### src/rtl/align_guard_pkg.sv
package align_guard_pkg;
  localparam int unsigned ADDR_W = 32;
  localparam int unsigned DATA_W = 32;
  localparam int unsigned CODE_W = 5;

  typedef enum logic [1:0] {
    SZ_BYTE = 2'd0,
    SZ_HALF = 2'd1,
    SZ_WORD = 2'd2,
    SZ_WALT = 2'd3
  } acc_size_e;

  localparam logic [CODE_W-1:0] CODE_NONE  = 5'd0;
  localparam logic [CODE_W-1:0] CODE_LDERR = 5'd4;
  localparam logic [CODE_W-1:0] CODE_STERR = 5'd5;
endpackage

### src/rtl/guard_rst_sync.sv
module guard_rst_sync #(
  parameter int unsigned STAGES = 2
) (
  input  logic clk,
  input  logic rst_n_in,
  output logic rst_n_out
);
  logic [STAGES-1:0] chain_q;

  generate
    for (genvar g = 0; g < STAGES; g++) begin : g_stage
      if (g == 0) begin : g_first
        always_ff @(posedge clk or negedge rst_n_in) begin
          if (!rst_n_in) chain_q[g] <= 1'b0;
          else           chain_q[g] <= 1'b1;
        end
      end else begin : g_next
        always_ff @(posedge clk or negedge rst_n_in) begin
          if (!rst_n_in) chain_q[g] <= 1'b0;
          else           chain_q[g] <= chain_q[g-1];
        end
      end
    end
  endgenerate

  assign rst_n_out = chain_q[STAGES-1];
endmodule

### src/rtl/align_detect.sv
module align_detect
  import align_guard_pkg::*;
#(
  parameter int unsigned AW = ADDR_W
) (
  input  logic [AW-1:0] addr_in,
  input  logic [1:0]    size_in,
  input  logic          uaw_in,
  output logic [AW-1:0] eff_addr,
  output logic [1:0]    eff_size,
  output logic          legal
);
  localparam int unsigned LOW_BITS = 2;

  always_comb begin
    if (uaw_in) begin
      eff_addr = {addr_in[AW-1:LOW_BITS], {LOW_BITS{1'b0}}};
      eff_size = SZ_WORD;
    end else begin
      eff_addr = addr_in;
      eff_size = size_in;
    end
  end

  always_comb begin
    unique case (acc_size_e'(eff_size))
      SZ_BYTE: legal = 1'b1;
      SZ_HALF: legal = ~eff_addr[0];
      default: legal = ~|eff_addr[LOW_BITS-1:0];
    endcase
  end


  uaw_never_misaligned_chk: assert final (!uaw_in || legal);
endmodule

### src/rtl/fault_capture.sv
module fault_capture #(
  parameter int unsigned AW = 32
) (
  input  logic          clk,
  input  logic          rst_n,
  input  logic          cap_en,
  input  logic [AW-1:0] cap_addr,
  output logic [AW-1:0] held_addr
);
  logic [AW-1:0] addr_d, addr_q;

  always_comb begin
    addr_d = addr_q;
    if (cap_en) addr_d = cap_addr;
  end

  always_ff @(posedge clk or negedge rst_n) begin
    if (!rst_n) addr_q <= '0;
    else        addr_q <= addr_d;
  end

  assign held_addr = addr_q;


  capture_on_fault_chk: assert property (@(posedge clk) disable iff (!rst_n)
    cap_en |=> held_addr == $past(cap_addr));

  hold_without_fault_chk: assert property (@(posedge clk) disable iff (!rst_n)
    !cap_en |=> $stable(held_addr));
endmodule

### src/rtl/access_align_guard.sv
module access_align_guard
  import align_guard_pkg::*;
(
  input  logic              clk,
  input  logic              rst_n,
  input  logic              req_valid,
  input  logic [ADDR_W-1:0] req_addr,
  input  logic [1:0]        req_size,
  input  logic              req_write,
  input  logic              req_uaw,
  input  logic [DATA_W-1:0] req_wdata,
  output logic              mem_valid,
  output logic [ADDR_W-1:0] mem_addr,
  output logic [1:0]        mem_size,
  output logic              mem_write,
  output logic [DATA_W-1:0] mem_wdata,
  output logic              load_wb_en,
  output logic              exc_valid,
  output logic [CODE_W-1:0] exc_code,
  output logic [ADDR_W-1:0] bad_vaddr
);
  logic rst_n_sync;
  logic aligned;
  logic fault;
  logic [ADDR_W-1:0] eff_addr;
  logic [1:0] eff_size;

  guard_rst_sync #(.STAGES(2)) i_rst_sync (
    .clk      (clk),
    .rst_n_in (rst_n),
    .rst_n_out(rst_n_sync)
  );

  align_detect #(.AW(ADDR_W)) i_detect (
    .addr_in (req_addr),
    .size_in (req_size),
    .uaw_in  (req_uaw),
    .eff_addr(eff_addr),
    .eff_size(eff_size),
    .legal   (aligned)
  );

  always_comb begin
    fault      = req_valid & ~aligned;
    mem_valid  = req_valid & aligned;
    mem_addr   = eff_addr;
    mem_size   = eff_size;
    mem_write  = req_write;
    mem_wdata  = req_wdata;
    load_wb_en = req_valid & aligned & ~req_write;
    exc_valid  = fault;
    if (!fault)         exc_code = CODE_NONE;
    else if (req_write) exc_code = CODE_STERR;
    else                exc_code = CODE_LDERR;
  end

  fault_capture #(.AW(ADDR_W)) i_capture (
    .clk      (clk),
    .rst_n    (rst_n_sync),
    .cap_en   (fault),
    .cap_addr (req_addr),
    .held_addr(bad_vaddr)
  );


  fault_blocks_mem_chk: assert property (@(posedge clk) disable iff (!rst_n_sync)
    exc_valid |-> !mem_valid && !load_wb_en);

  fault_code_chk: assert property (@(posedge clk) disable iff (!rst_n_sync)
    exc_valid |-> exc_code == (req_write ? CODE_STERR : CODE_LDERR));

  byte_no_fault_chk: assert property (@(posedge clk) disable iff (!rst_n_sync)
    (req_valid && req_size == 2'd0 && !req_uaw) |-> !exc_valid);

  idle_quiet_chk: assert property (@(posedge clk) disable iff (!rst_n_sync)
    !req_valid |-> !mem_valid && !exc_valid && !load_wb_en);

  top_capture_chk: assert property (@(posedge clk) disable iff (!rst_n_sync)
    exc_valid |=> bad_vaddr == $past(req_addr));
endmodule

### config.mk
export PLATFORM = sky130hd
export DESIGN_NAME = access_align_guard
export DESIGN_NICKNAME = d
export VERILOG_FILES = /design/src/rtl/align_guard_pkg.sv /design/src/rtl/guard_rst_sync.sv /design/src/rtl/align_detect.sv /design/src/rtl/fault_capture.sv /design/src/rtl/access_align_guard.sv
export SDC_FILE = /design/constraint.sdc
export NUM_CORES = 1
export LEC_CHECK = 0
export BUFFER_PORTS_ARGS = -buffer_cell sky130_fd_sc_hd__buf_4
export CAP_MARGIN = 25
export CORE_UTILIZATION = 33
export CTS_CLUSTER_SIZE = 10
export DETAILED_ROUTE_END_ITERATION = 6
export HOLD_SLACK_MARGIN = 0.06
export PLACE_DENSITY = 0.87
export SETUP_SLACK_MARGIN = 0.2
export SLEW_MARGIN = 20
export SYNTH_ARGS = -nofsm -noshare
export SYNTH_HDL_FRONTEND = slang
export SYNTH_SLANG_ARGS = --single-unit
export TNS_END_PERCENT = 10
### constraint.sdc
create_clock -name clk -period 1 [get_ports clk]
set_input_delay 0.15 -clock clk [delete_from_list [all_inputs] [get_ports clk]]
set_output_delay 0.15 -clock clk [all_outputs]
set_load 0.05 [all_outputs]
Word-level counts from Yosys, hierarchy flattened
Index checks and enable logic that the tools add are counted.
Cells by class
  bitwise operators: 6
  reductions and logical operators: 3
  multiplexer cells: 5
  equal/unequal tests: 1
Operators with widths (count)
  $mux 2: 2
  $and 1x1->1: 3
  $mux 3: 1
  $not 1->1: 3
  $eq 2x1->1 const B: 1
  $logic_not 2->1: 1
  $pmux 1 s2: 1
  $reduce_or 2->1: 1
  $logic_not 1->1: 1
  $mux 1: 1
Word-level totals
  bits of input ports: 71
  output and inout bits: 107
  register bits: 34

Longest topological paths before layout
Gate-level depths: netlist (run 1).
  word-level depth: 7
  mapped depth: 4

Cells and area by module
A second synthesis (run 1) with hierarchy kept.
Unflattened totals
  cell total of the unflattened synthesis: 150
  area, all modules: 1983.2 sq um
By module, submodules not included
  fault_capture: area an instance 1345.0 sq um, instances 1, cells an instance 68
  access_align_guard: area an instance 317.8 sq um, instances 1, cells an instance 42
  align_detect: area an instance 266.5 sq um, instances 1, cells an instance 37
  guard_rst_sync: area an instance 53.8 sq um, instances 1, cells an instance 3

Least setup slack after synthesis (run 1)
OpenSTA, ideal clock, no wires.
  path kind: in2out
  from: in req_size[0]
  to: out load_wb_en
  setup slack: -825 ps
  cell stages on the path: 3
  arrival: 1675 ps
  required time: 850 ps
  path through: o21ai_1 > a21oi_1 > nor3b_1
Between the ends
  cells in the longest elaborated chain, start to end: 5
Ends and longest elaborated chain
  start: declaration: line access_align_guard.sv:8  | input logic [1:0] req_size,
  $mux 2 *: line align_detect.sv:16  | if (uaw_in) begin
  $eq 2x1->1 or $logic_not 2->1 (tied branches): line align_detect.sv:26  | unique case (acc_size_e'(eff_size))
  $pmux 1 s2 *: line align_detect.sv:26
  $and 1x1->1 * (2 in a row): line access_align_guard.sv:50  | load_wb_en = req_valid & aligned & ~req_write;
  end: declaration: line access_align_guard.sv:17  | output logic load_wb_en,
Every way passes the cells marked *; elsewhere a longest branch is shown, timed or not.

Worst setup path in the final report (run 1)
Same ends and word-level chain as after synthesis.

==> impl_metrics.toml, run 1 <==
[status]
run_status = "complete, but fails checks"
failing_checks = "setup timing"

[worst_hold_path]
timing.hold.worst.class = "in -> reg"

[route]
wl_final_um = 4580
drtIter0Drc = 21
post-route-drc-count = 0
route.antenna.remaining_nets = 0
avgRoutedWirePerCell_um = 15.3
routed_via_density = 4.41
vias = 1322
drt-pass1-iter-count = 4

[placed_design]
setup_slack_after_placement_ns = -0.325
dpl.hpwl_um = 3140
port_buffers = 110
placed_cells_incl_taps = 283
place_congestion = 0.767

[logic_synthesis]
synth_top_family_by_area = "buffers and inverters"
synth.ff_latch_count = 34
yosys.area.top_type_share_pct = 45.4
yosys-top-cells-area = "dfrtp_1 45%, buf_4 27%, mux2_2 16%"
yosys.area_share.xor_xnor_pct = 0
synthDistinctLibCells = 19
synthAdderAreaFrac_pct = 0
syn_avg_cell_area_um2 = 11.9
synth-warning-count = 0
netlist_instances = 157
synth_compound_area_share_pct = 2.80
synth_largest_area_cell = "dfrtp_1"
synth-simple-area-share_pct = 4.80
synth.yosys.seq_area_share_pct = 45.4
post_synthesis_cell_area_mm2 = 0.00188
mux_contribution_to_synthesized_area_pct = 18.0

[power]
internal_mw = 3.90
cellPowerDensity_mw_per_mm2 = 2090
power.ir.vdd_worst_mv = 1.22
share_clk_of_total_power_pct = 24.4
swShare_pct = 38.0
power.static_leakage_nw = 1.48
p_switching_mw = 2.39
share_comb_of_total_power_pct = 45.9
power.sequential.fraction_pct = 29.7

[layout]
insertedDiodeCount = 0
post_route_core_utilization_pct = 54.8
post_layout_nonfiller_instances = 300
layout_commonest_cell = "buf_4"
area_delta_synth_final_pct = 60.8
fin_nets = 298
final_layout_size_suffix_gt1_share_pct = 79.4
layout_common_cells = "75 x buf_4, 42 x buf_6, 34 x dfrtp_1, 23 x mux2_4, 8 x buf_8"

[sta]
min_period_over_period_pct = 109
rsz_0062_raised_after_global_routing = "true"
final_critical_path_setup_slack_ns = -0.0903
setup_violators_final = 36
final.min_clock_period_ns = 1.09
finClkSkew_ns = 0.00804
finalMaxSlewViolations = 0
fmax_ghz = 0.917
final_hold_viol_count = 0

[worst_setup_path]
worst_r2r_startpoint = "i_capture.held_addr[31]$_DFFE_PN0P_"
worst-r2r-cell-count = 1
arrival_ns = 0.94
start_kind = "input port"
critical_path_class = "in -> out"
crit_path_max_fanout = 2
critical_path.endpoint = "load_wb_en"
worstReg2RegEnd = "i_capture.held_addr[31]$_DFFE_PN0P_"
ff2ff_setup_slack_ns = 0.19
cp_data_required_time_ns = 0.85
critical_path.startpoint = "req_size[0]"
worst_setup_path_end_kind = "primary output"

[grt]
grt_overflow_total = 0
antenna_found_initial = 0
largest_net_degree_at_the_start_of_global_routing = 18
number_of_global_route_vias_before_repair = 1370
gr-usage-all-layers_pct = 14.8
global_route_wire_length_before_repair_um = 6760

[clock_network]
cts_tree = "done"
clock_sinks = 34
cts_buffers = 5
clk_pin_slew_ns = 0.07
cts.htree.levels = 2
clockBufferDepth = 2
cts_root_buf = "clkbuf_8"
clk_latency_ns = 0.28

[floorplanning]
initial_core_util_pct = 34.1
rows = 27
die-width_um = 77.4
core-area_mm2 = 0.00551
ios = 178
floorplan.die_area_mm2 = 0.00599
die-height_um = 77.4

[job]
timing.max_cap.violations = 0
==> how the worst min path moves through the flow <==
stage,from,to,slack [ns],cells after the start
2_1_floorplan,rst_n,i_rst_sync.chain_q[0]$_DFF_PN0_,-0.15,0
3_3_place_gp,rst_n,i_rst_sync.chain_q[0]$_DFF_PN0_,-0.07,1
3_5_place_dp,rst_n,i_rst_sync.chain_q[0]$_DFF_PN0_,-0.07,1
4_1_cts,req_addr[8],i_capture.held_addr[8]$_DFFE_PN0P_,0.09,2
5_1_grt,req_addr[8],i_capture.held_addr[8]$_DFFE_PN0P_,0.1,2
6_report,req_addr[16],i_capture.held_addr[16]$_DFFE_PN0P_,0.11,2
==> synth_stat cells <==
cell / count
conb_1: 2
nor3b_1: 1
o2bb2ai_1: 1
a21boi_4: 1
or2_2: 2
buf_6: 3
mux2_2: 26
nand4b_1: 1
mux2_1: 4
dfrtp_1: 34
nor2b_1: 4
a21oi_1: 4
nor2b_4: 1
o21ai_1: 1
nand2_1: 2
and2_1: 1
buf_4: 67
nand3_1: 1
nor2_1: 1
==> through the flow <==
step	TNS [ns]	instance area [µm²]	hold slack [ns]	power, mW
floorplan	-6.08	1970	-0.146	3.95
global placement	-8.80	2440	-0.0666	4.31
detailed placement	-9.68	2440	-0.0654	4.35
CTS	-1.15	2940	0.0861	6.29
global route	-3.13	3020	0.0964	6.54
finish	-1.48	3020	0.110	6.30
==> worst max-delay path, cell delays in order <==
cell	delay (ns)
buf_8	0.10
o21ai_4	0.22
a21oi_4	0.11
nor3b_4	0.19
buf_6	0.18
==> final cells by class <==
type / count / area, µm²
timing repair buffer: 131 / 1280
sequential: 34 / 851
fill: 462 / 2490
clock buffer: 6 / 82.6
multi-input combinational: 55 / 653
tap: 72 / 90.1
clock inverter: 2 / 60.1
==> power by group through the flow <==
stage	registers [mW]	clock network (mW)	logic (mW)
finish	1.87	1.54	2.89
global route	1.90	1.65	2.99
CTS	1.86	1.59	2.84
detailed placement	1.83	0	2.52
global placement	1.82	0	2.49
floorplan	2.79	0	1.16
==> layer usage <==
| layer | wire (µm) | vias up | GRT usage, % |
|---|---|---|---|
| li1 | - | 583 | - |
| met1 | 1530 | 637 | 15.7 |
| met2 | 2610 | 93 | 27.7 |
| met3 | 399 | 9 | 4.00 |
| met4 | 37 | 0 | 5.66 |
| met5 | 0 | - | 0 |
==> registers in the layout (all words and copies together) (netlist names) <==
name / cells
i_rst_sync.rst_n_out: 1
i_capture.held_addr: 32
i_rst_sync.chain_q: 1
==> kinds of logic (layout without fill, tap and decap cells) <==
logic type	after synthesis	count (layout)
DFF	34	34
muxes	30	30
and+or+nand+nor	14	14
other	2	4
AOI/OAI and AO/OA	7	7
buffers and inverters	70	139
==> timing repair <==
action | 4_1_cts | 5_1_grt
endpoints found under the hold margin | 2 | 0
gates resized for setup | 74 | 11
buffers inserted | 5 | 1
pin swaps | 5 | 1
hold buffers | 1 | 0
cloned | 1 | 1
setup endpoints to repair | 71 | 71
Note: power is estimated with default switching activity, not from simulation.
==> inputs of run 2 (changes only) <==
- CAP_MARGIN: 25 -> 5
- CORE_UTILIZATION: 33 -> 34
- SYNTH_HIERARCHICAL: unset -> 1
==> run 2 against run 1 <==
The flow still finishes with violations (setup timing); via count fell by 8.4%; sequential share of layout area is 1.3 points higher; critical path type unchanged; register-to-register slack hardly changed; non-clock buffer count is 5 lower; synthesized area grew 5.7%; highest routed layer unchanged; critical endpoint is now exc_valid; largest cell class unchanged.
==> impl_metrics.toml, run 2 <==
[status]
run_status = "complete, but fails checks"
failing_checks = "setup timing"

[route]
route.antenna.remaining_nets = 0
drtIter0Drc = 16
vias = 1211
avgRoutedWirePerCell_um = 14.4
wl_final_um = 4140
drt-pass1-iter-count = 2
routed_via_density = 4.22
post-route-drc-count = 0

[logic_synthesis]
synth_largest_area_cell = "dfrtp_1"
mux_contribution_to_synthesized_area_pct = 23.8
synthTopCellsByCount = "67 x buf_4, 34 x dfrtp_1, 30 x mux2_4"
synth.ff_latch_count = 34
synth.yosys.seq_area_share_pct = 42.9
post-synth-top-count-cell = "buf_4"
synth_compound_area_share_pct = 0.631
syn_avg_cell_area_um2 = 13.2
yosys.area.top_type_share_pct = 42.9
yosys.area_share.xor_xnor_pct = 0
synth-simple-area-share_pct = 3.28
ys_dominant_reg_cell = "dfrtp_1"
postSynth.asyncResetShare_pct = 100
synth_top_family_by_area = "buffers and inverters"
synth-warning-count = 6
synthDistinctLibCells = 15
yosys-top-cells-area = "dfrtp_1 43%, buf_4 25%, mux2_4 23%"
post_synthesis_cell_area_mm2 = 0.00198
netlist_instances = 150
synth_edf_count = 0
synthAdderAreaFrac_pct = 0

[worst_setup_path]
crit_path_max_fanout = 4
arrival_ns = 1.03
cp_data_required_time_ns = 0.85
worst_setup_path_end_kind = "primary output"
critPathSlowestCell = "and2b_4"
worst-path-buf-inv = 3
critical_path_cell_by_cell = "buf_6 > nand2_4 > a21o_1 > and2b_4 > buf_12 > buf_12"
start_kind = "input port"
critical_path_class = "in -> out"
critical_path.top_delay_family = "buffers and inverters"
critical-path-top-cell-by-count = "buf_12"
cpPeakStageDelay_ns = 0.29

[sta]
finalMaxSlewViolations = 0
final_critical_path_setup_slack_ns = -0.179
rsz_0062_raised_after_global_routing = "true"
final_hold_viol_count = 0
setup_violators_final = 38
setup_tns_ns = -5.65
final.min_clock_period_ns = 1.18
fmax_ghz = 0.848
finClkSkew_ns = 0.00539
min_period_over_period_pct = 118

[grt]
gr-usage-all-layers_pct = 13.4
global_route_wire_length_before_repair_um = 6230
largest_net_degree_at_the_start_of_global_routing = 18
antenna_found_initial = 0
grt_overflow_total = 0
number_of_global_route_vias_before_repair = 1295

[floorplanning]
ios = 178
rows = 27
initial_core_util_pct = 35.6
die-width_um = 78.4
floorplan.die_area_mm2 = 0.00614
core-area_mm2 = 0.00557
die-height_um = 78.4

[layout]
final_layout_size_suffix_gt1_share_pct = 80.5
layout_commonest_cell = "buf_4"
insertedDiodeCount = 0
fin_nets = 285
largest_reg_flops = 32
layout_common_cells = "72 x buf_4, 43 x buf_6, 34 x dfrtp_1, 30 x mux2_4, 6 x clkbuf_8"
area_delta_synth_final_pct = 45.1

[power]
power.ir.vdd_worst_mv = 0.809
power.static_leakage_nw = 1.45
cellPowerDensity_mw_per_mm2 = 2010

[clock_network]
cts.htree.levels = 2
clk_pin_slew_ns = 0.06
clockBufferDepth = 2
cts_tree = "done"
cts_root_buf = "clkbuf_8"
cts_buffers = 5
clk_latency_ns = 0.28
clock_sinks = 34

[placed_design]
port_buffers = 110
place_congestion = 0.680
dpl.hpwl_um = 3000
setup_slack_after_placement_ns = -0.447

[job]
timing.max_cap.violations = 0

[worst_hold_path]
timing.hold.worst.class = "in -> reg"
==> run 2: cell types whose count changed in the layout (fill, tap and decap cells not counted), sizes merged, moves of 2 or more <==
cell,previous run,this run
mux2,30,32
nor2b,5,3
and3b,0,2
buf,129,124
bufinv,2,0
a21oi,4,0
==> run 2: layout make-up <==
type | instances | area, µm²
fill | 473 | 2700
timing repair buffer | 126 | 1240
sequential | 34 | 851
multi-input combinational | 47 | 601
tap | 72 | 90.1
clock buffer | 7 | 86.3
clock inverter | 1 | 5.00
==> run 2: through the flow <==
step                      utilization [%]  cell area (µm²)  total power, mW  hold slack [ns]  std cells
after floorplan                         -             2000             4.09           -0.146        152
after global placement               43.6             2430             4.43          -0.0649        271
after detailed placement             43.6             2430             4.47          -0.0627        271
after CTS                            50.9             2840             5.83           0.0981        286
after global routing                 51.6             2880             6.05           0.0982        287
final                                51.6             2880             5.79            0.113        287
==> run 2: worst paths after layout <==
path                                                  endpoint  cells past startpoint  slack (ns)                                from
min in group asynchronous      i_rst_sync/chain_q[0]$_DFF_PN0_                      2        0.19                               rst_n
max in group asynchronous  i_capture/held_addr[17]$_DFFE_PN0P_                      1        0.58      i_rst_sync/rst_n_out$_DFF_PN0_
min                        i_capture/held_addr[12]$_DFFE_PN0P_                      2        0.11                        req_addr[12]
min reg2reg                i_capture/held_addr[21]$_DFFE_PN0P_                      1        0.22      i_rst_sync/rst_n_out$_DFF_PN0_
max reg2reg                 i_capture/held_addr[0]$_DFFE_PN0P_                      1        0.18  i_capture/held_addr[0]$_DFFE_PN0P_
max                                                  exc_valid                      6       -0.18                         req_size[0]
==> run 2: report_power, final <==
group	total, mW	switching, mW	internal [mW]
sequential	1.88	0.225	1.66
clock	1.01	0.455	0.555
combinational	2.89	1.68	1.21
total	5.79	2.36	3.42
==> run 2: cell families after synthesis <==
kind of cell	count (synthesis)
buf+inv	71
flops	34
other cells	2
compound gates	2
simple gates	9
mux	32
==> run 2: timing repair <==
item | CTS | global route
cloned | 1 | 1
pin swaps | 3 | 2
gates resized for setup | 58 | 3
endpoints found under the hold margin | 2 | 0
setup endpoints to repair | 73 | 73
hold buffers | 1 | 0
setup buffers | 5 | 0
==> run 2: layer usage <==
layer,routed length [µm],global-route usage (%)
met3,408,5.93
met5,0,0
met1,1470,14.3
met2,2220,23.6
met4,35,4.44
==> inputs of run 3 (changes only) <==
- BUFFER_PORTS_ARGS: -buffer_cell sky130_fd_sc_hd__buf_4 -> -buffer_cell sky130_fd_sc_hd__buf_2
==> run 3 against run 2 <==
The flow still finishes with violations (setup timing); design area shrank 8.0%; sequential power is essentially flat; non-clock buffer count shrank 2; via count shrank 2.2%; die area is the same; critical path depth grew 1; first-iteration DRC count grew 110%; global-route usage shrank 0.28 points; sequential share of layout area grew 2.6 points.
==> impl_metrics.toml, run 3 (synthesis results as in run 2) <==
[status]
run_status = "complete, but fails checks"
failing_checks = "setup timing"

[grt]
grt_overflow_total = 0
gr-usage-all-layers_pct = 13.2
number_of_global_route_vias_before_repair = 1254
global_route_wire_length_before_repair_um = 6090
antenna_found_initial = 0
largest_net_degree_at_the_start_of_global_routing = 18

[sta]
final_hold_viol_count = 0
fmax_ghz = 0.823
final.min_clock_period_ns = 1.21
finClkSkew_ns = 0.00158
min_period_over_period_pct = 121
rsz_0062_raised_after_global_routing = "true"
final_critical_path_setup_slack_ns = -0.215
worst_hold_slack_ns = 0.116
finalMaxSlewViolations = 0
setup_violators_final = 38

[route]
route.antenna.remaining_nets = 0
routed_via_density = 4.17
drtIter0Drc = 34
post-route-drc-count = 0
vias = 1184
wl_final_um = 3960
avgRoutedWirePerCell_um = 13.9
drt-pass1-iter-count = 2

[worst_setup_path]
start_kind = "input port"
crit_path_max_fanout = 8
arrival_ns = 1.37
worstReg2RegEnd = "i_capture/held_addr[0]$_DFFE_PN0P_"
critical_path_class = "in -> reg"
cp_data_required_time_ns = 1.16
worst_setup_path_end_kind = "flop"
worst-r2r-cell-count = 1
ff2ff_setup_slack_ns = 0.19
worst_r2r_startpoint = "i_capture/held_addr[0]$_DFFE_PN0P_"

[clock_network]
cts_buffers = 5
cts_tree = "done"
clk_pin_slew_ns = 0.07
cts_root_buf = "clkbuf_8"
clock_sinks = 34
clk_latency_ns = 0.27
cts.htree.levels = 2
clockBufferDepth = 2

[floorplanning]
ios = 178
core-area_mm2 = 0.00557
die-width_um = 78.4
die-height_um = 78.4
rows = 27
floorplan.die_area_mm2 = 0.00614
initial_core_util_pct = 35.6

[power]
power.static_leakage_nw = 1.36
cellPowerDensity_mw_per_mm2 = 2120
power.ir.vdd_worst_mv = 0.961

[layout]
filler_cell_count = 508
insertedDiodeCount = 0
post_layout_nonfiller_instances = 284
sequential_cell_area_um2 = 851
largest_reg_flops = 32
final_layout_size_suffix_gt1_share_pct = 80.7
fin_nets = 283
postLayoutCellArea_mm2 = 0.00265
combined_area_of_the_multi_input_logic_cells_um2 = 592
area_delta_synth_final_pct = 33.5
layout_commonest_cell = "buf_2"
layout_common_cells = "67 x buf_2, 40 x buf_6, 34 x dfrtp_1, 30 x mux2_4, 6 x buf_4"

[worst_hold_path]
hold_end = "i_capture/held_addr[11]$_DFFE_PN0P_"
timing.hold.worst.class = "in -> reg"
hold_path.startpoint = "req_addr[11]"
hold_depth = 2

[job]
timing.max_cap.violations = 0

[placed_design]
dpl.hpwl_um = 2730
dpl_cell_area_mm2 = 0.00215
placed_cells_incl_taps = 271
place_congestion = 0.726
port_buffers = 110
-- run 3: cell types whose count changed in the layout (fill, tap and decap cells not counted), sizes merged --
cell | previous run | this run
clkbuf | 8 | 5
clkinv | 1 | 2
buf | 124 | 123
-- run 3: cell type report --
type | instances | area share, %
multi-input cells | 47 | 22.4
flip-flops and latches | 34 | 32.1
clock inverters | 2 | 0.378
well taps | 72 | 3.40
clock buffers | 5 | 2.60
repair buffers | 124 | 39.1
-- run 3: worst max path at each step --
stage                                                      to   startpoint  slack, ns  cells after the start
after global routing       i_capture/held_addr[8]$_DFFE_PN0P_  req_addr[0]      -0.26                      7
after detailed placement  i_capture/held_addr[16]$_DFFE_PN0P_  req_addr[0]      -0.48                      6
after floorplan            i_capture/held_addr[0]$_DFFE_PN0P_  req_size[0]      -0.44                      6
final                      i_capture/held_addr[6]$_DFFE_PN0P_  req_addr[0]      -0.21                      7
after global placement    i_capture/held_addr[22]$_DFFE_PN0P_  req_addr[0]      -0.45                      6
after CTS                  i_capture/held_addr[6]$_DFFE_PN0P_  req_addr[0]      -0.19                      7
-- run 3: through the flow --
step	utilization, %	power, mW	TNS [ns]	setup slack [ns]
final	47.5	5.60	-6.05	-0.215
after global routing	47.5	5.84	-8.10	-0.258
after floorplan	-	4.09	-14.40	-0.437
after CTS	47.4	5.66	-5.35	-0.195
after detailed placement	38.7	4.18	-15.96	-0.475
after global placement	38.7	4.15	-14.99	-0.448
-- run 3: repair_timing --
item,in CTS,in global routing
hold buffers,1,0
resized for setup,96,1
hold endpoints to repair,2,0
setup buffers,3,0
gates cloned,2,0
pin swaps,1,1
endpoints found under the setup margin,73,73
-- run 3: report_power, final --
part / leakage, nW / total, mW / switching [mW] / internal (mW)
Clock: 0.0438 / 0.932 / 0.465 / 0.467
Sequential: 0.402 / 1.88 / 0.225 / 1.66
Combinational: 0.912 / 2.79 / 1.67 / 1.12
-- run 3: critical path, cell delays in order --
cell	delay, ns
buf_8	0.09
o21ai_2	0.06
a21o_1	0.16
and2b_4	0.35
buf_12	0.14
buf_12	0.13
mux2_4	0.30
-- run 3: metal layers --
metal  GRT usage (%)  wire length, µm  vias to the layer above
met5               0                0                        -
met4            5.00               29                        0
met3            4.88              324                        4
met2            23.9             2190                       78
met1            13.7             1410                      566
li1                -                -                      536
